**config.mk**
```make
export PLATFORM = sky130hd
export DESIGN_NAME = dma_chain_chan
export DESIGN_NICKNAME = d
export VERILOG_FILES = /design/src/rtl/dma_chain_pkg.sv /design/src/rtl/dma_hold_fifo.sv /design/src/rtl/dma_ptr_bank.sv /design/src/rtl/dma_chain_chan.sv
export SDC_FILE = /design/constraint.sdc
export NUM_CORES = 1
export LEC_CHECK = 0
export BUFFER_PORTS_ARGS = -buffer_cell sky130_fd_sc_hd__buf_2
export CAP_MARGIN = 10
export CORE_ASPECT_RATIO = 1.4
export CORE_MARGIN = 2
export CORE_UTILIZATION = 50
export CTS_BUF_LIST = sky130_fd_sc_hd__clkbuf_4 sky130_fd_sc_hd__clkbuf_8
export CTS_CLUSTER_DIAMETER = 40
export DETAILED_ROUTE_END_ITERATION = 12
export PLACE_DENSITY = 0.69
export SYNTH_ARGS = -nofsm -noshare
export SYNTH_HDL_FRONTEND = slang
export SYNTH_HIERARCHICAL = 1
export SYNTH_SLANG_ARGS = --single-unit
```
**constraint.sdc**
```tcl
create_clock -name clk_i -period 3.29 [get_ports clk_i]
set_input_delay 0.8225 -clock clk_i [delete_from_list [all_inputs] [get_ports clk_i]]
set_output_delay 0.8225 -clock clk_i [all_outputs]
set_load 0.02 [all_outputs]
```
**src/rtl/dma_chain_pkg.sv**
```systemverilog
package dma_chain_pkg;
  localparam int unsigned AW = 32;
  localparam int unsigned DW = 32;
  localparam int unsigned BEG_LSB = 2;  // buffer start: word aligned
  localparam int unsigned END_LSB = 4;  // buffer end: 16-byte aligned

  localparam int ST_EN   = 24;
  localparam int ST_SUP  = 25;
  localparam int ST_DIR  = 26;
  localparam int ST_CMP  = 27;
  localparam int ST_BEXC = 28;

  localparam int CMD_EN   = 16;
  localparam int CMD_SUP  = 17;
  localparam int CMD_DIR  = 18;
  localparam int CMD_CLRC = 19;
  localparam int CMD_RST  = 20;
  localparam int CMD_INIT = 21;

  typedef enum logic [3:0] {
    REG_CTRL     = 4'd0,
    REG_NEXT     = 4'd1,
    REG_LIMIT    = 4'd2,
    REG_START    = 4'd3,
    REG_STOP     = 4'd4,
    REG_SV_NEXT  = 4'd5,
    REG_SV_LIMIT = 4'd6,
    REG_SV_START = 4'd7,
    REG_SV_STOP  = 4'd8
  } reg_sel_e;

  typedef struct packed {
    logic [AW-1:0] nxt;
    logic [AW-1:0] lim;
    logic [AW-1:0] strt;
    logic [AW-1:0] stp;
  } ptr_set_t;
endpackage

```
**src/rtl/dma_hold_fifo.sv**
```systemverilog
module dma_hold_fifo #(
  parameter int unsigned DW    = 32,
  parameter int unsigned DEPTH = 4
) (
  input  logic          clk_i,
  input  logic          rst_ni,
  input  logic          flush_i,
  input  logic          push_i,
  input  logic [DW-1:0] wdata_i,
  input  logic          pop_i,
  output logic [DW-1:0] rdata_o,
  output logic          full_o,
  output logic          empty_o
);
  localparam int unsigned PW = (DEPTH > 1) ? $clog2(DEPTH) : 1;
  localparam int unsigned CW = $clog2(DEPTH + 1);
  localparam logic [PW-1:0] LAST = PW'(DEPTH - 1);
  localparam logic [CW-1:0] FULL = CW'(DEPTH);

  logic [DW-1:0] store_q [DEPTH];
  logic [PW-1:0] wp_q, rp_q;
  logic [CW-1:0] cnt_q;
  logic          do_push, do_pop;

  assign full_o  = (cnt_q == FULL);
  assign empty_o = (cnt_q == '0);
  assign do_push = push_i && !full_o;
  assign do_pop  = pop_i && !empty_o;
  assign rdata_o = store_q[rp_q];

  always_ff @(posedge clk_i) begin
    if (do_push) store_q[wp_q] <= wdata_i;
  end

  always_ff @(posedge clk_i or negedge rst_ni) begin
    if (!rst_ni) begin
      wp_q  <= '0;
      rp_q  <= '0;
      cnt_q <= '0;
    end else if (flush_i) begin
      wp_q  <= '0;
      rp_q  <= '0;
      cnt_q <= '0;
    end else begin
      if (do_push) wp_q <= (wp_q == LAST) ? '0 : wp_q + 1'b1;
      if (do_pop)  rp_q <= (rp_q == LAST) ? '0 : rp_q + 1'b1;
      if (do_push && !do_pop)      cnt_q <= cnt_q + 1'b1;
      else if (do_pop && !do_push) cnt_q <= cnt_q - 1'b1;
    end
  end


  no_overflow_chk: assert property (@(posedge clk_i) disable iff (!rst_ni)
    push_i |-> !full_o);

  no_underflow_chk: assert property (@(posedge clk_i) disable iff (!rst_ni)
    pop_i |-> !empty_o);
endmodule

```
**src/rtl/dma_ptr_bank.sv**
```systemverilog
module dma_ptr_bank
  import dma_chain_pkg::*;
(
  input  logic          clk_i,
  input  logic          rst_ni,
  input  logic          wr_en_i,
  input  logic [3:0]    wr_sel_i,
  input  logic [AW-1:0] wr_data_i,
  input  logic          lock_i,
  input  logic          step_i,
  input  logic          chain_i,
  input  logic          save_i,
  output ptr_set_t      cur_o,
  output ptr_set_t      sav_o
);
  localparam logic [AW-1:0] STEP = AW'(DW / 8);

  ptr_set_t cur_q, sav_q;
  logic [AW-1:0] beg_al, end_al;

  assign beg_al = {wr_data_i[AW-1:BEG_LSB], {BEG_LSB{1'b0}}};
  assign end_al = {wr_data_i[AW-1:END_LSB], {END_LSB{1'b0}}};
  assign cur_o  = cur_q;
  assign sav_o  = sav_q;

  always_ff @(posedge clk_i or negedge rst_ni) begin
    if (!rst_ni) begin
      cur_q <= '0;
      sav_q <= '0;
    end else begin
      if (save_i) sav_q <= cur_q;
      if (chain_i) begin
        cur_q.nxt <= cur_q.strt;
        cur_q.lim <= cur_q.stp;
      end else if (step_i) begin
        cur_q.nxt <= cur_q.nxt + STEP;
      end else if (wr_en_i && !lock_i) begin
        if (wr_sel_i == REG_NEXT)  cur_q.nxt <= beg_al;
        if (wr_sel_i == REG_LIMIT) cur_q.lim <= end_al;
      end
      if (wr_en_i && wr_sel_i == REG_START) cur_q.strt <= beg_al;
      if (wr_en_i && wr_sel_i == REG_STOP)  cur_q.stp  <= end_al;
    end
  end
endmodule

```
**src/rtl/dma_chain_chan.sv**
```systemverilog
module dma_chain_chan
  import dma_chain_pkg::*;
#(
  parameter int unsigned FIFO_DEPTH = 4
) (
  input  logic          clk_i,
  input  logic          rst_ni,
  input  logic          reg_we_i,
  input  logic [3:0]    reg_addr_i,
  input  logic [31:0]   reg_wdata_i,
  output logic [31:0]   reg_rdata_o,
  output logic          mem_req_o,
  output logic          mem_we_o,
  output logic [AW-1:0] mem_addr_o,
  output logic [DW-1:0] mem_wdata_o,
  input  logic [DW-1:0] mem_rdata_i,
  input  logic          mem_ack_i,
  input  logic          mem_err_i,
  input  logic          dev_in_valid_i,
  output logic          dev_in_ready_o,
  input  logic [DW-1:0] dev_in_data_i,
  output logic          dev_out_valid_o,
  input  logic          dev_out_ready_i,
  output logic [DW-1:0] dev_out_data_o,
  output logic          irq_o
);
  localparam logic [AW-1:0] STEP = AW'(DW / 8);

  logic en_q, sup_q, dir_q, cmp_q, bexc_q, req_q;
  ptr_set_t cur, sav;
  logic fifo_full, fifo_empty, fifo_push, fifo_pop, fifo_flush;
  logic [DW-1:0] fifo_rdata, fifo_wdata;
  logic ctrl_we, at_end, do_chain, do_stop, step, bus_err, bus_done, launch;
  logic [31:0] status;

  assign ctrl_we  = reg_we_i && (reg_addr_i == REG_CTRL);
  assign at_end   = en_q && !req_q && (cur.nxt == cur.lim);
  assign do_chain = at_end && sup_q;
  assign do_stop  = at_end && !sup_q;
  assign bus_done = req_q && (mem_ack_i || mem_err_i);
  assign step     = req_q && mem_ack_i && !mem_err_i;
  assign bus_err  = req_q && mem_err_i;
  assign launch   = en_q && !req_q && (cur.nxt != cur.lim)
                    && (dir_q ? !fifo_empty : !fifo_full);

  // device->memory: stream fills FIFO, memory writes drain it
  // memory->device: memory reads fill FIFO, stream drains it
  assign dev_in_ready_o  = en_q && dir_q && !fifo_full;
  assign dev_out_valid_o = !dir_q && !fifo_empty;
  assign dev_out_data_o  = fifo_rdata;
  assign fifo_wdata = dir_q ? dev_in_data_i : mem_rdata_i;
  assign fifo_push  = dir_q ? (dev_in_valid_i && dev_in_ready_o) : step;
  assign fifo_pop   = dir_q ? step : (dev_out_valid_o && dev_out_ready_i);
  assign fifo_flush = ctrl_we && reg_wdata_i[CMD_INIT] && !en_q;

  assign mem_req_o   = req_q;
  assign mem_we_o    = dir_q;
  assign mem_addr_o  = cur.nxt;
  assign mem_wdata_o = fifo_rdata;
  assign irq_o       = cmp_q;

  dma_hold_fifo #(.DW(DW), .DEPTH(FIFO_DEPTH)) u_fifo (
    .clk_i, .rst_ni,
    .flush_i (fifo_flush),
    .push_i  (fifo_push),
    .wdata_i (fifo_wdata),
    .pop_i   (fifo_pop),
    .rdata_o (fifo_rdata),
    .full_o  (fifo_full),
    .empty_o (fifo_empty)
  );

  dma_ptr_bank u_ptr (
    .clk_i, .rst_ni,
    .wr_en_i   (reg_we_i),
    .wr_sel_i  (reg_addr_i),
    .wr_data_i (reg_wdata_i[AW-1:0]),
    .lock_i    (en_q || req_q),
    .step_i    (step),
    .chain_i   (do_chain),
    .save_i    (at_end),
    .cur_o     (cur),
    .sav_o     (sav)
  );

  always_ff @(posedge clk_i or negedge rst_ni) begin
    if (!rst_ni) begin
      en_q <= 1'b0; sup_q <= 1'b0; dir_q <= 1'b0;
      cmp_q <= 1'b0; bexc_q <= 1'b0; req_q <= 1'b0;
    end else begin
      if (bus_done)    req_q <= 1'b0;
      else if (launch) req_q <= 1'b1;
      if (do_stop || bus_err) en_q <= 1'b0;
      if (do_chain) sup_q <= 1'b0;
      if (ctrl_we) begin
        if (reg_wdata_i[CMD_RST]) begin
          en_q <= 1'b0; sup_q <= 1'b0; cmp_q <= 1'b0; bexc_q <= 1'b0;
        end
        if (reg_wdata_i[CMD_CLRC]) cmp_q <= 1'b0;
        if (reg_wdata_i[CMD_EN])   en_q  <= 1'b1;
        if (reg_wdata_i[CMD_SUP])  sup_q <= 1'b1;
        if (!en_q && !req_q)       dir_q <= reg_wdata_i[CMD_DIR];
      end
      if (at_end)  cmp_q  <= 1'b1;  // event wins over clear
      if (bus_err) bexc_q <= 1'b1;
    end
  end

  always_comb begin
    status = '0;
    status[ST_EN]   = en_q;
    status[ST_SUP]  = sup_q;
    status[ST_DIR]  = dir_q;
    status[ST_CMP]  = cmp_q;
    status[ST_BEXC] = bexc_q;
    case (reg_addr_i)
      REG_CTRL:     reg_rdata_o = status;
      REG_NEXT:     reg_rdata_o = cur.nxt;
      REG_LIMIT:    reg_rdata_o = cur.lim;
      REG_START:    reg_rdata_o = cur.strt;
      REG_STOP:     reg_rdata_o = cur.stp;
      REG_SV_NEXT:  reg_rdata_o = sav.nxt;
      REG_SV_LIMIT: reg_rdata_o = sav.lim;
      REG_SV_START: reg_rdata_o = sav.strt;
      REG_SV_STOP:  reg_rdata_o = sav.stp;
      default:      reg_rdata_o = '0;
    endcase
  end


  step_by_word_chk: assert property (@(posedge clk_i) disable iff (!rst_ni)
    (mem_req_o && mem_ack_i && !mem_err_i) |=> mem_addr_o == $past(mem_addr_o) + STEP);

  stop_at_limit_chk: assert property (@(posedge clk_i) disable iff (!rst_ni)
    (at_end && !sup_q && !ctrl_we) |=> !en_q && irq_o);

  chain_load_chk: assert property (@(posedge clk_i) disable iff (!rst_ni)
    (at_end && sup_q && !ctrl_we) |=> en_q && !sup_q && irq_o && cur.nxt == $past(cur.strt)
                                      && cur.lim == $past(cur.stp));

  ptr_lock_chk: assert property (@(posedge clk_i) disable iff (!rst_ni)
    (en_q && !req_q && cur.nxt != cur.lim) |=> $stable(cur.nxt) && $stable(cur.lim));

  bus_err_chk: assert property (@(posedge clk_i) disable iff (!rst_ni)
    (mem_req_o && mem_err_i && !reg_we_i) |=> !en_q && bexc_q && $stable(mem_addr_o) && !mem_req_o);

  irq_hold_chk: assert property (@(posedge clk_i) disable iff (!rst_ni)
    (irq_o && !ctrl_we) |=> irq_o);

  req_hold_chk: assert property (@(posedge clk_i) disable iff (!rst_ni)
    (mem_req_o && !mem_ack_i && !mem_err_i) |=> mem_req_o && $stable(mem_addr_o));

  save_chk: assert property (@(posedge clk_i) disable iff (!rst_ni)
    $rose(irq_o) |-> sav.lim == $past(cur.lim) && sav.stp == $past(cur.stp));
endmodule

```
# Yosys cells after proc, flatten, opt, wreduce, memory -nomap -nowiden
# Memories as Yosys holds them, arrays and structs flattened.
# Index checks and enable logic that the tools add are counted.
[totals]
regBits = 257
latch_bits = 0
ram_bits = 128
rom_bits = 0
input_bits = 107
out_inout_bits = 133
word_cells = 133
memories = 1
[op_classes]
addsub = 5
n_mul = 0
div_mod_pow = 0
order_cmp = 0
eq_ne = 14
shifts = 0
muxes = 38
n_bitwise = 0
reduce_logical = 58
[mem_list]
columns = ["name", "depth", "word_bits", "rd", "rd_ports_with_merged_regs", "wr", "line_no", "text"]
rows = [
  ["u_fifo.store_q", 4, 32, 1, 0, 1, "dma_hold_fifo.sv:20", "logic [DW-1:0] store_q [DEPTH];"],
]
[op_table]
columns = ["operator", "n"]
rows = [
  ["32-bit one-hot mux with 9 select lines", 1],
  ["32-bit 2-to-1 mux", 5],
  ["64-bit 2-to-1 mux", 2],
  ["32-bit by 3-bit adder with 32-bit output (second input constant)", 1],
  ["32-bit equality test", 1],
  ["32-bit inequality test", 1],
  ["1-bit logical AND", 26],
  ["1-bit 2-to-1 mux", 21],
  ["4-bit by 3-bit equality test with 1-bit output (second input constant)", 4],
  ["2-bit nonzero test", 8],
  ["2-bit 2-to-1 mux", 6],
  ["3-bit nonzero test", 4],
  ["1-bit zero test", 10],
  ["3-bit 2-to-1 mux", 3],
  ["4-bit by 2-bit equality test with 1-bit output (second input constant)", 2],
  ["2-bit AND reduction", 4],
  ["2-bit by 1-bit adder with 2-bit output (second input constant)", 2],
  ["2-bit equality test (second input constant)", 2],
  ["4-bit by 1-bit equality test with 1-bit output (second input constant)", 1],
  ["4-bit equality test (second input constant)", 1],
  ["4-bit zero test", 1],
  ["3-bit by 1-bit adder with 3-bit output (second input constant)", 1],
  ["3-bit equality test (second input constant)", 1],
  ["3-bit zero test", 1],
  ["4 further kinds", 6],
]

# Longest topological paths before layout
# Gate-level depths: netlist (run 1).
[depth]
word_depth = 11
ltp_mapped = 12
ltp_nobuf = 11

# By module
# Netlist (run 1), hierarchy kept.
[by_module_without_submodules]
columns = ["module", "n_inst", "cells_each", "area_per_inst_um2", "seq_area_each_um2"]
rows = [
  ["dma_ptr_bank", 1, 772, 10049.6, 5805.6],
  ["dma_hold_fifo", 1, 218, 5079.9, 4018.9],
  ["dma_chain_chan", 1, 377, 3060.4, 150.1],
]

# Least setup slack after synthesis (run 1)
# OpenSTA, ideal clock, no wires.
[synth_timing]
path_kind = "in2out"
from = "input reg_addr_i[1]"
to = "output reg_rdata_o[10]"
t_arrival_ns = 2.113
required_time_ns = 2.467
slack_ns = 0.355
path_stages = 7
path_buffers = 3
cell_sequence = "buf_4 -> nand2b_2 -> nor3_2 -> buf_4 -> buf_4 -> a22oi_1 -> a31oi_1"
[synth_via]
elab_chain_cells = 2
elab_cells_between_ends = 10
cone_classes = "8 x eq/ne; 1 x mux; 1 x reduce/logical"
[synth_lines]
columns = ["item", "line_no", "text"]
rows = [
  ["start, declared", "dma_chain_chan.sv:9", "input logic [3:0] reg_addr_i,"],
  ["4-bit equality test, or another cell as far along", "dma_chain_chan.sv:116", "case (reg_addr_i)"],
  ["32-bit one-hot mux with 9 select lines *", "dma_chain_chan.sv:116", ""],
  ["end, declared", "dma_chain_chan.sv:11", "output logic [31:0] reg_rdata_o,"],
]
# Mark *: on every way between the ends. The rest lies on a longest branch, timed or not.

# Final worst setup path (run 1)
[layout_timing]
from = "input reg_addr_i[1]"
to = "output reg_rdata_o[30]"
# The elaborated chain is that of the path after synthesis.

==> key figures, run 1 <==
STA
  • Max-slew violations: 0
  • Setup slack after layout: ~0.021 ns
  • Min Tclk post-route: roughly 3.3 ns
  • Peak Freq: approximately 310 MHz
  • Final period utilization: 99.4%
  • Setup TNS: 0 ns
  • Final setup skew: roughly 0.016 ns
  • Final Hold Viols: 0
  • Max_slew headroom: between 40% and 50%
  • Endpoints failing setup: 0
  • Worst slew pin tran: 0.754 ns

Cells and area
  • Commonest non-fill, non-tap cell in the layout: dfrtp_1
  • Area Overhead vs Synth: 18.9%
  • Finished Core Util: 60.4%
  • Fraction of layout cells with a size suffix above 1: a little over two fifths
  • Commonest non-fill, non-tap cells in the layout: 243 x dfrtp_1, 232 x buf_2, 208 x mux2_2, 128 x edfxtp_1, 112 x buf_4
  • Nets: 1783

Critical path
  • Crit. End Element: output port
  • Worst-case reg-to-reg path depth: 11
  • Worst-path fanout max: 12
  • Kind of critical path: input pin to output port
  • Setup crit start kind: input pin
  • Req. time, crit path: approximately 2.5 ns
  • CP arrival: about 2.5 ns

CTS
  • Clock transition at path regs: about 0.060 ns
  • CTS tree: yes
  • CTS Buffer Depth: 3
  • Post-CTS Hold Buffers: 0
  • Worst skew pair latency: approximately 0.61 ns
  • CTS Buf Count: 57
  • H-tree depth: 2
  • CTS root buf: clkbuf_8
  • Clock Sinks: around 370

Detailed routing
  • Drt first pass iters: 8
  • Antenna-violating nets left: 0
  • DRT Wirelength: roughly 50 mm
  • Vias per Instance: about 6
  • Routed wire length per instance: roughly 23 microns
  • DRC violation count after routing: 0
  • Via count: between 10000 and 15000
  • Iter 0 DRT Violations: about 1200

Logic synthesis
  • Fraction of registers with async set/reset: 65.7%
  • Sequential-to-total area share from yosys stat: between 50% and 60%
  • Post-synth EDFFs: between 100 and 150
  • Synthesis warning total: 6
  • Post-Syn Area per Cell: 13.3 sq um
  • Mapped Area: around 18000 sq um
  • Yosys top cell by area: dfrtp_1
  • Synth area leaders: dfrtp_1 34%, edfxtp_1 21%, mux2_2 13%
  • Netlist cell types: 69
  • Post-synthesis instance total: between 1000 and 1500
  • Seq cells post-synth: 373
  • Top FF cell, synth: dfrtp_1
  • Yosys top cell area share: 33.7%

Power and ir drop
  • Leak: approximately 9.6 nW
  • Cell Pwr Density: roughly 730 nW/um^2
  • VDD IR max: roughly 0.00067 V

Global route
  • First-pass GRT wire length: roughly 77 mm
  • GRT Overall Usage: a little over a quarter
  • Vias in the first global route: 13100
  • Grt ovf: 0
  • Met3 global-route usage: 4.76%
  • GR peak layer: met2
  • Pin count of the biggest net entering global routing: 78
  • Met1 GRT Util: around a third
  • Initial antenna violation count: 4
  • Routing usage on met2: about 46%

Floorplan
  • Floorplan Core Area: 35800 sq um
  • Site Rows: just over 80
  • Die area: between 30000 and 40000 sq um
  • Die Ht: around 230 microns
  • IO Count: 240
  • Starting Density: 50.8%
  • Die Wd: around 170 microns

Flow run
  • Max-cap viol count: 0

Place
  • Buffers on Ports: between 200 and 250
  • DP Wirelength: 35.1 mm
  • Post-Place Setup Slack: -0.0343 ns
  • Gpl congestion: roughly 0.89

Status
  • Status: completed

Worst hold path
  • Hold Path Class: input pin to async pin
[layout make-up]
type / count / area [sq um]
antenna: 4 / 10.0
clock buffer: 82 / 1050
clock inverter: 21 / 156
fill: 2836 / 14200
inverter: 17 / 65.1
multi-input combinational: 857 / 7440
sequential: 373 / 9980
tap: 462 / 578
timing repair buffer: 362 / 2350
[cells by family after synthesis]
kind of cell	share of synthesized area [%]
buffers and inverters	5.01
multiplexers	20.0
AO/OA/AOI/OAI	9.93
flip-flops	54.8
adder cells (fa/ha/maj)	0.592
AND/OR/NAND/NOR	7.32
other	0.0206
XOR/XNOR	2.31
[sequential cells by signal, summed over array words and instances, names as in the netlist]
name / cells
u_fifo/store_q: 128
u_ptr/cur_o: 116
u_ptr/sav_o: 116
u_fifo/cnt_q: 3
u_fifo/rp_q: 2
u_fifo/wp_q: 2
bexc_q: 1
en_q: 1
irq_o: 1
mem_req_o: 1
mem_we_o: 1
sup_q: 1
[where the power goes]
part	switching, W	internal (W)
Sequential	0.000616	0.00573
Clock	0.00178	0.00220
Combinational	0.00334	0.00222
Total	0.00574	0.0102
[per-layer routing]
metal / vias to the layer above / wire (microns) / part of all wire (%)
met4: 2 / 2420 / 4.8
met2: 613 / 25800 / 51
met3: 146 / 3640 / 7.2
li1: 5752 / - / -
met5: - / 13 / 0.026
met1: 6583 / 19100 / 37
[critical path, stage by stage]
cell      delay, ns
buf_2          0.22
nand2_1        0.19
nor3_4         0.23
buf_4          0.15
buf_12         0.15
a22o_1         0.13
a221oi_1       0.05
a31oi_1        0.28
buf_2          0.22
[metrics by stage]
step | cell area (sq um) | hold slack [ns] | total power [W] | cells
after CTS | 21600 | 0.180 | 0.0160 | 2169
after global placement | 20300 | 0.484 | 0.0118 | 2064
after global routing | 21600 | 0.201 | 0.0167 | 2176
final | 21600 | 0.194 | 0.0159 | 2178
after floorplan | 18300 | 0.441 | 0.0101 | 1390
after detailed placement | 20300 | 0.496 | 0.0120 | 2064
[Yosys cell counts (all sizes together) (3+ instances only)]
| master | number |
|---|---|
| and2 | 3 |
| clkbuf | 44 |
| o31a | 3 |
| inv | 16 |
| o2bb2ai | 3 |
| nand2b | 8 |
| nor4 | 7 |
| ha | 7 |
| a222oi | 24 |
| or2 | 4 |
| nand4 | 17 |
| nand3 | 35 |
| mux2 | 208 |
| mux2i | 46 |
| nor2b | 7 |
| a22oi | 57 |
| mux4 | 37 |
| or3 | 3 |
| and3 | 9 |
| buf | 99 |
| a221oi | 13 |
| and4 | 4 |
| nand2 | 76 |
| o31ai | 3 |
| nor4b | 3 |
| nor2 | 36 |
| a221o | 3 |
| edfxtp | 128 |
| o21ai | 56 |
| dfrtp | 245 |
| a22o | 32 |
| o221ai | 11 |
| xor2 | 4 |
| xnor2 | 44 |
| or4 | 3 |
| nor3 | 18 |
| nand3b | 3 |
| a31oi | 16 |
| a21oi | 16 |
[path summary, 6_finish.rpt]
kind,from,endpoint,slack [ns]
setup / recovery,reg_addr_i[1],reg_rdata_o[30],0.02
hold / removal,rst_ni,u_ptr/sav_o[100],0.19
setup reg to reg,u_ptr/cur_o[80],u_ptr/cur_o[115],0.39
hold reg to reg,u_ptr/sav_o[54],u_ptr/sav_o[54],0.51
max in group asynchronous,rst_ni,u_ptr/sav_o[82],2.25
min in group clk_i,reg_wdata_i[3],u_ptr/cur_o[35],0.48
[timing repair]
| action | 4_1_cts | 5_1_grt |
|---|---|---|
| pin swaps | 0 | 5 |
| endpoints found under the setup margin | 4 | 26 |
| resized for setup | 1 | 3 |
| setup buffers | 2 | 5 |
No activity file was read; power rests on OpenSTA's default activity.
==> inputs of run 2 (changes only) <==
--- a/config.mk
+++ b/config.mk
@@ -9,11 +9,11 @@
 export CAP_MARGIN = 10
 export CORE_ASPECT_RATIO = 1.4
 export CORE_MARGIN = 2
-export CORE_UTILIZATION = 50
+export CORE_UTILIZATION = 45
 export CTS_BUF_LIST = sky130_fd_sc_hd__clkbuf_4 sky130_fd_sc_hd__clkbuf_8
 export CTS_CLUSTER_DIAMETER = 40
 export DETAILED_ROUTE_END_ITERATION = 12
-export PLACE_DENSITY = 0.69
+export PLACE_DENSITY = 0.63
 export SYNTH_ARGS = -nofsm -noshare
 export SYNTH_HDL_FRONTEND = slang
 export SYNTH_HIERARCHICAL = 1
==> run 2 against run 1 <==
Effect of this change:
- combinational power down 0.7%
- highest routed layer unchanged
- first-iteration DRC count fell by 28%
- worst setup slack improved by 0.075 ns
- count of clock-buffer cells in the layout rose by 1
- sequential power hardly changed
- via count is 1.3% lower
- register-to-register slack got worse by 0.15 ns
- critical path depth stayed put
- clock skew rose by 0.011 ns
- critical endpoint is now reg_rdata_o[10]
- maximum frequency up 2.3%
==> key figures, run 2 (synthesized netlist as in run 1, its figures left out) <==
Cells and area
  • Final Non-Filler Cells: 2236 (was 2178)
  • Max reg flops: 128 (unchanged)
  • Most flops, register: u_fifo/store_q (unchanged)
  • Sequential cell area: 9980 sq um (unchanged)
  • Nets: 1775 (was 1783)
  • Commonest non-fill, non-tap cells in the layout: 243 x dfrtp_1, 232 x buf_2, 208 x mux2_2, 128 x edfxtp_1, 101 x buf_4 (was 243 x dfrtp_1, 232 x buf_2, 208 x mux2_2, 128 x edfxtp_1, 112 x buf_4)
  • Commonest non-fill, non-tap cell in the layout: dfrtp_1 (unchanged)
  • Area Overhead vs Synth: 19.0% (was 18.9%)
  • Fraction of layout cells with a size suffix above 1: 42.7% (was 42.8%)
  • Footprint of the multi-input gates: 7450 sq um (was 7440 sq um)
  • Fillcell total: 3505 (was 2836)

Detailed routing
  • Vias per Instance: 5.78 (was 6.01)
  • Antenna-violating nets left: 0 (unchanged)
  • DRC violation count after routing: 0 (unchanged)
  • Iter 0 DRT Violations: 893 (was 1241)
  • Drt first pass iters: 8 (unchanged)
  • DRT Wirelength: 51.5 mm (was 50.9 mm)
  • Routed wire length per instance: 23.1 microns (was 23.4 microns)
  • Via count: 12900 (was 13100)

Critical path
  • Worst-path fanout max: 10 (was 12)
  • Largest stage delay, worst path: 0.25 ns (was 0.28 ns)
  • Crit. End Element: output port (unchanged)
  • Most used cell along the critical path: buf_2 (unchanged)
  • Kind of critical path: input pin to output port (unchanged)
  • Worst reg2reg startpoint: u_ptr/cur_o[76] (was u_ptr/cur_o[80])
  • Setup crit start kind: input pin (unchanged)
  • CP delay by family, top: buffers and inverters (unchanged)
  • Req. time, crit path: 2.47 ns (about the same)
  • Crit path cell chain: buf_2, nand2b_4, nor2_4, buf_4, buf_12, a22o_1, a221oi_1, a31oi_1, buf_2 (was buf_2, nand2_1, nor3_4, buf_4, buf_12, a22o_1, a221oi_1, a31oi_1, buf_2)
  • RR Endpoint: u_ptr/cur_o[108] (was u_ptr/cur_o[115])
  • Worst-case reg-to-reg path depth: 13 (was 11)
  • CP arrival: 2.37 ns (was 2.45 ns)
  • Worst path bufs/invs: 4 (unchanged)
  • Slowest-stage cell, CP: a221oi_1 (was a31oi_1)
  • Reg2reg setup slack: 0.24 ns (was 0.39 ns)

Worst hold path
  • Hold Path Class: input pin to async pin (unchanged)

Place
  • Placed insts: 2128 (was 2064)
  • Gpl congestion: 0.876 (was 0.890)
  • DP Wirelength: 35.9 mm (was 35.1 mm)
  • Buffers on Ports: 233 (unchanged)

Floorplan
  • Die Wd: 174 microns (was 165 microns)
  • Die Ht: 242 microns (was 230 microns)
  • IO Count: 240 (unchanged)
  • Site Rows: 87 (was 82)
  • Die area: 42100 sq um (was 37900 sq um)
  • Starting Density: 45.4% (was 50.8%)
  • Floorplan Core Area: 40100 sq um (was 35800 sq um)

STA
  • Final setup skew: 0.0266 ns (was 0.0160 ns)
  • Endpoints failing setup: 0 (unchanged)
  • Max_slew headroom: 28.2% (was 49.7%)
  • Max-slew violations: 0 (unchanged)
  • Min Tclk post-route: 3.19 ns (was 3.27 ns)
  • Peak Freq: 313 MHz (was 306 MHz)
  • Final period utilization: 97.1% (was 99.4%)
  • RSZ-0062 raised after global routing: false
  • Worst slew pin tran: 1.07 ns (was 0.754 ns)
  • Final Hold Viols: 0 (unchanged)

CTS
  • CTS tree: yes (unchanged)
  • Worst skew pair latency: 0.62 ns (was 0.61 ns)
  • Clock Sinks: 373 (unchanged)
  • CTS Buffer Depth: 3 (unchanged)
  • H-tree depth: 2 (unchanged)
  • CTS root buf: clkbuf_8 (unchanged)
  • Clock transition at path regs: 0.06 ns (about the same)
  • CTS Buf Count: 59 (was 57)

Global route
  • Grt ovf: 0 (unchanged)
  • GRT Overall Usage: 24.3% (was 27.0%)
  • Pin count of the biggest net entering global routing: 90 (was 78)
  • Vias in the first global route: 13400 (was 13100)
  • First-pass GRT wire length: 78.7 mm (was 77.3 mm)
  • Initial antenna violation count: 4 (unchanged)

Power and ir drop
  • Power, Total: 0.0159 W (about the same)
  • VDD IR max: 0.000463 V (was 0.000671 V)
  • Leak: 9.57 nW (was 9.60 nW)
  • Cell Pwr Density: 736 nW/um^2 (was 735 nW/um^2)

Flow run
  • Max-cap viol count: 0 (unchanged)

Status
  • Status: completed (unchanged)
run 2: metal layers:
metal,track usage [%],part of all wire [%],vias to the layer above,wire (microns)
li1,-,-,5736,-
met1,28.8,38,6488,19600
met2,42.4,51,551,26100
met3,4.00,6.5,147,3350
met4,12.4,4.7,2,2440
met5,0,0.023,-,12
run 2: layout make-up:
class                   instances  area share, %
diodes                          2         0.0231
clock buffers                  83           4.85
clock inverters                18          0.763
inverters                      17          0.301
multi-input cells             857           34.4
flip-flops and latches        373           46.1
well taps                     534           3.09
repair buffers                352           10.4
run 2: report_power, final:
part | internal (W) | total, W | switching (W) | leakage (nW)
clock network | 0.00228 | 0.00406 | 0.00178 | 0.644
logic | 0.00219 | 0.00552 | 0.00333 | 4.53
registers | 0.00573 | 0.00634 | 0.000605 | 4.40
run 2: stage by stage:
stage / TNS (ns) / hold slack, ns / util [%] / instance area, sq um / setup WS, ns
floorplan: 0 / 0.441 / - / 18300 / 0.355
finish: 0 / 0.247 / 54.0 / 21600 / 0.0957
global route: 0 / 0.291 / 54.0 / 21600 / 0.0243
global placement: -0.0761 / 0.483 / 50.8 / 20300 / -0.0676
detailed placement: -0.0565 / 0.494 / 50.8 / 20300 / -0.0543
CTS: 0 / 0.239 / 53.8 / 21600 / 0.00598
run 2: what timing repair did:
| item | 4_1_cts | 5_1_grt |
|---|---|---|
| gates resized for setup | 1 | 8 |
| hold buffers | 0 | 0 |
| gates cloned | 0 | 0 |
| pin swaps | 2 | 3 |
| setup endpoints to repair | 2 | 50 |
| buffers inserted | 0 | 5 |
| endpoints found under the hold margin | 0 | 0 |
run 2: worst max path at each step:
stage               slack, ns     startpoint  cells after the start              end
finish                    0.1  reg_addr_i[3]                      9  reg_rdata_o[10]
global route             0.02  reg_addr_i[3]                      9  reg_rdata_o[10]
CTS                     0.006  reg_addr_i[1]                      9  reg_rdata_o[17]
detailed placement      -0.05  reg_addr_i[1]                      9  reg_rdata_o[17]
global placement        -0.07  reg_addr_i[1]                      9  reg_rdata_o[17]
floorplan                0.35  reg_addr_i[1]                      7  reg_rdata_o[10]
==> inputs of run 3 (changes only) <==
--- a/config.mk
+++ b/config.mk
@@ -13,7 +13,7 @@
 export CTS_BUF_LIST = sky130_fd_sc_hd__clkbuf_4 sky130_fd_sc_hd__clkbuf_8
 export CTS_CLUSTER_DIAMETER = 40
 export DETAILED_ROUTE_END_ITERATION = 12
-export PLACE_DENSITY = 0.63
+export PLACE_DENSITY_LB_ADDON = 0.25
 export SYNTH_ARGS = -nofsm -noshare
 export SYNTH_HDL_FRONTEND = slang
 export SYNTH_HIERARCHICAL = 1
==> run 3 against run 2 <==
Effect of this change:
- first-iteration DRC count is 17% higher
- non-clock buffer count shrank 1
- register-to-register slack got worse by 0.07 ns
- highest routed layer unchanged
- sequential power about the same
- worst setup slack worse by 0.044 ns
- global-route usage shrank 0.051 points
- design area up 0.56%
- critical path depth unchanged
==> key figures, run 3 (synthesized netlist as in run 1, its figures left out) <==
STA
  • Final setup skew: 0.0313 ns (was 0.0266 ns)
  • Max_slew headroom: 41.8% (was 28.2%)
  • Min Tclk post-route: 3.24 ns (was 3.19 ns)
  • Setup slack after layout: 0.0521 ns (was 0.0957 ns)
  • RSZ-0062 raised after global routing: false (unchanged)
  • Max-slew violations: 0 (unchanged)
  • Peak Freq: 309 MHz (was 313 MHz)
  • Worst slew pin tran: 0.871 ns (was 1.07 ns)
  • Final Hold Viols: 0 (unchanged)
  • Final period utilization: 98.4% (was 97.1%)
  • Endpoints failing setup: 0 (unchanged)
  • Hold_ws: 0.203 ns (was 0.247 ns)

Floorplan
  • Site Rows: 87 (unchanged)
  • Die Wd: 174 microns (unchanged)
  • Die area: 42100 sq um (unchanged)
  • Die Ht: 242 microns (unchanged)
  • Floorplan Core Area: 40100 sq um (unchanged)
  • Starting Density: 45.4% (unchanged)
  • IO Count: 240 (unchanged)

CTS
  • Clock transition at path regs: 0.06 ns (about the same)
  • CTS tree: yes (unchanged)
  • H-tree depth: 2 (unchanged)
  • Worst skew pair latency: 0.64 ns (was 0.62 ns)
  • Clock Sinks: 373 (unchanged)
  • CTS root buf: clkbuf_8 (unchanged)
  • Post-CTS Hold Buffers: 0 (unchanged)
  • CTS Buffer Depth: 3 (unchanged)
  • CTS Buf Count: 60 (was 59)

Critical path
  • Worst-path fanout max: 14 (was 10)
  • CP arrival: 2.42 ns (was 2.37 ns)
  • Crit. End Element: output port (unchanged)
  • Req. time, crit path: 2.47 ns (about the same)
  • Kind of critical path: input pin to output port (unchanged)
  • Setup crit start kind: input pin (unchanged)

Power and ir drop
  • VDD IR max: 0.000410 V (was 0.000463 V)
  • Cell Pwr Density: 743 nW/um^2 (was 736 nW/um^2)
  • Leak: 9.61 nW (was 9.57 nW)

Global route
  • First-pass GRT wire length: 78.5 mm (was 78.7 mm)
  • Grt ovf: 0 (unchanged)
  • Vias in the first global route: 13200 (was 13400)
  • Pin count of the biggest net entering global routing: 91 (was 90)
  • GRT Overall Usage: 24.2% (was 24.3%)
  • Initial antenna violation count: 4 (unchanged)

Detailed routing
  • Vias per Instance: 5.74 (was 5.78)
  • Via count: 12900 (about the same)
  • DRC violation count after routing: 0 (unchanged)
  • Drt first pass iters: 9 (was 8)
  • Routed wire length per instance: 22.9 microns (was 23.1 microns)
  • DRT Wirelength: 51.4 mm (was 51.5 mm)
  • Metal3 WL: 3.44 mm (was 3.35 mm)
  • Antenna-violating nets left: 0 (unchanged)
  • Iter 0 DRT Violations: 1042 (was 893)
  • Met1 WL: 19.9 mm (was 19.6 mm)
  • WL met2: 25.7 mm (was 26.1 mm)
  • Top routing layer in use: met5 (unchanged)

Place
  • Placed insts: 2132 (was 2128)
  • Buffers on Ports: 233 (unchanged)
  • DP Area: 20400 sq um (was 20300 sq um)
  • Post-Place Setup Slack: -0.115 ns (was -0.0543 ns)
  • DP Wirelength: 35.6 mm (was 35.9 mm)
  • Gpl congestion: 0.938 (was 0.876)

Cells and area
  • Final Cell Area: 21800 sq um (was 21600 sq um)
  • Finished Core Util: 54.3% (was 54.0%)
  • Nets: 1775 (unchanged)
  • Commonest non-fill, non-tap cell in the layout: dfrtp_1 (unchanged)
  • Most flops, register: u_fifo/store_q (unchanged)
  • Max reg flops: 128 (unchanged)
  • Fraction of layout cells with a size suffix above 1: 42.9% (was 42.7%)
  • Commonest non-fill, non-tap cells in the layout: 243 x dfrtp_1, 231 x buf_2, 208 x mux2_2, 128 x edfxtp_1, 100 x buf_4 (was 243 x dfrtp_1, 232 x buf_2, 208 x mux2_2, 128 x edfxtp_1, 101 x buf_4)
  • Final Non-Filler Cells: 2248 (was 2236)
  • Area Overhead vs Synth: 19.6% (was 19.0%)
  • Fillcell total: 3499 (was 3505)

Status
  • Status: completed (unchanged)

Flow run
  • Max-cap viol count: 0 (unchanged)

Worst hold path
  • Hold Path Class: input pin to async pin (unchanged)
run 3: changes by cell type in the layout (fill, tap and decap cells not counted), sizes merged:
cell | previous run | this run
clkinv | 14 | 17
clkbuf | 83 | 91
clkinvlp | 1 | 4
buf | 352 | 350
diode | 2 | 3
inv | 17 | 16
run 3: critical path: stages:
cell      delay [ns]
clkbuf_4        0.20
nand2_1         0.16
nor3_4          0.20
buf_12          0.20
a22o_1          0.14
a221oi_1        0.05
a31oi_2         0.32
buf_4           0.16
buf_2           0.15
run 3: report_power, final:
part           leakage, nW  switching, W  total [W]  internal, W
combinational         4.53       0.00337    0.00559      0.00222
clock                0.685       0.00187    0.00427      0.00239
sequential            4.40      0.000579    0.00631      0.00573
run 3: worst paths after layout:
| check | from | endpoint | slack [ns] | depth (start not counted) |
|---|---|---|---|---|
| min in group clk_i | reg_wdata_i[3] | u_ptr/cur_o[35] | 0.45 | 2 |
| max in group asynchronous | rst_ni | u_fifo/rp_q[0] | 2.26 | 2 |
| setup / recovery | reg_addr_i[1] | reg_rdata_o[17] | 0.05 | 9 |
| hold reg to reg | u_ptr/sav_o[60] | u_ptr/sav_o[60] | 0.50 | 1 |
| hold / removal | rst_ni | u_ptr/sav_o[86] | 0.20 | 1 |
| setup reg to reg | u_ptr/cur_o[78] | u_ptr/cur_o[106] | 0.17 | 11 |
run 3: final cells by class:
cell class / instances / area, sq um / area share (%)
multi-input cells: 857 / 7440 / 34.2
well taps: 534 / 668 / 3.07
flip-flops and latches: 373 / 9980 / 45.9
inverters: 17 / 65.1 / 0.299
clock inverters: 23 / 200 / 0.920
diodes: 3 / 7.51 / 0.0345
clock buffers: 90 / 1110 / 5.09
repair buffers: 351 / 2290 / 10.5
run 3: per-stage QoR:
stage	total power, W	setup TNS, ns
floorplan	0.0101	0
global placement	0.0119	-0.107
detailed placement	0.0120	-0.115
CTS	0.0163	0
global route	0.0170	0
finish	0.0162	0
run 3: metal layers:
metal	GRT usage (%)	vias to the layer above
li1	-	5747
met1	29.4	6467
met2	41.8	548
met3	4.35	143
met4	11.4	2
met5	0	-
run 3: repair_timing:
item,CTS,global route
setup endpoints to repair,3,3
resized for setup,2,2
buffers inserted,0,0
pin swaps,1,1
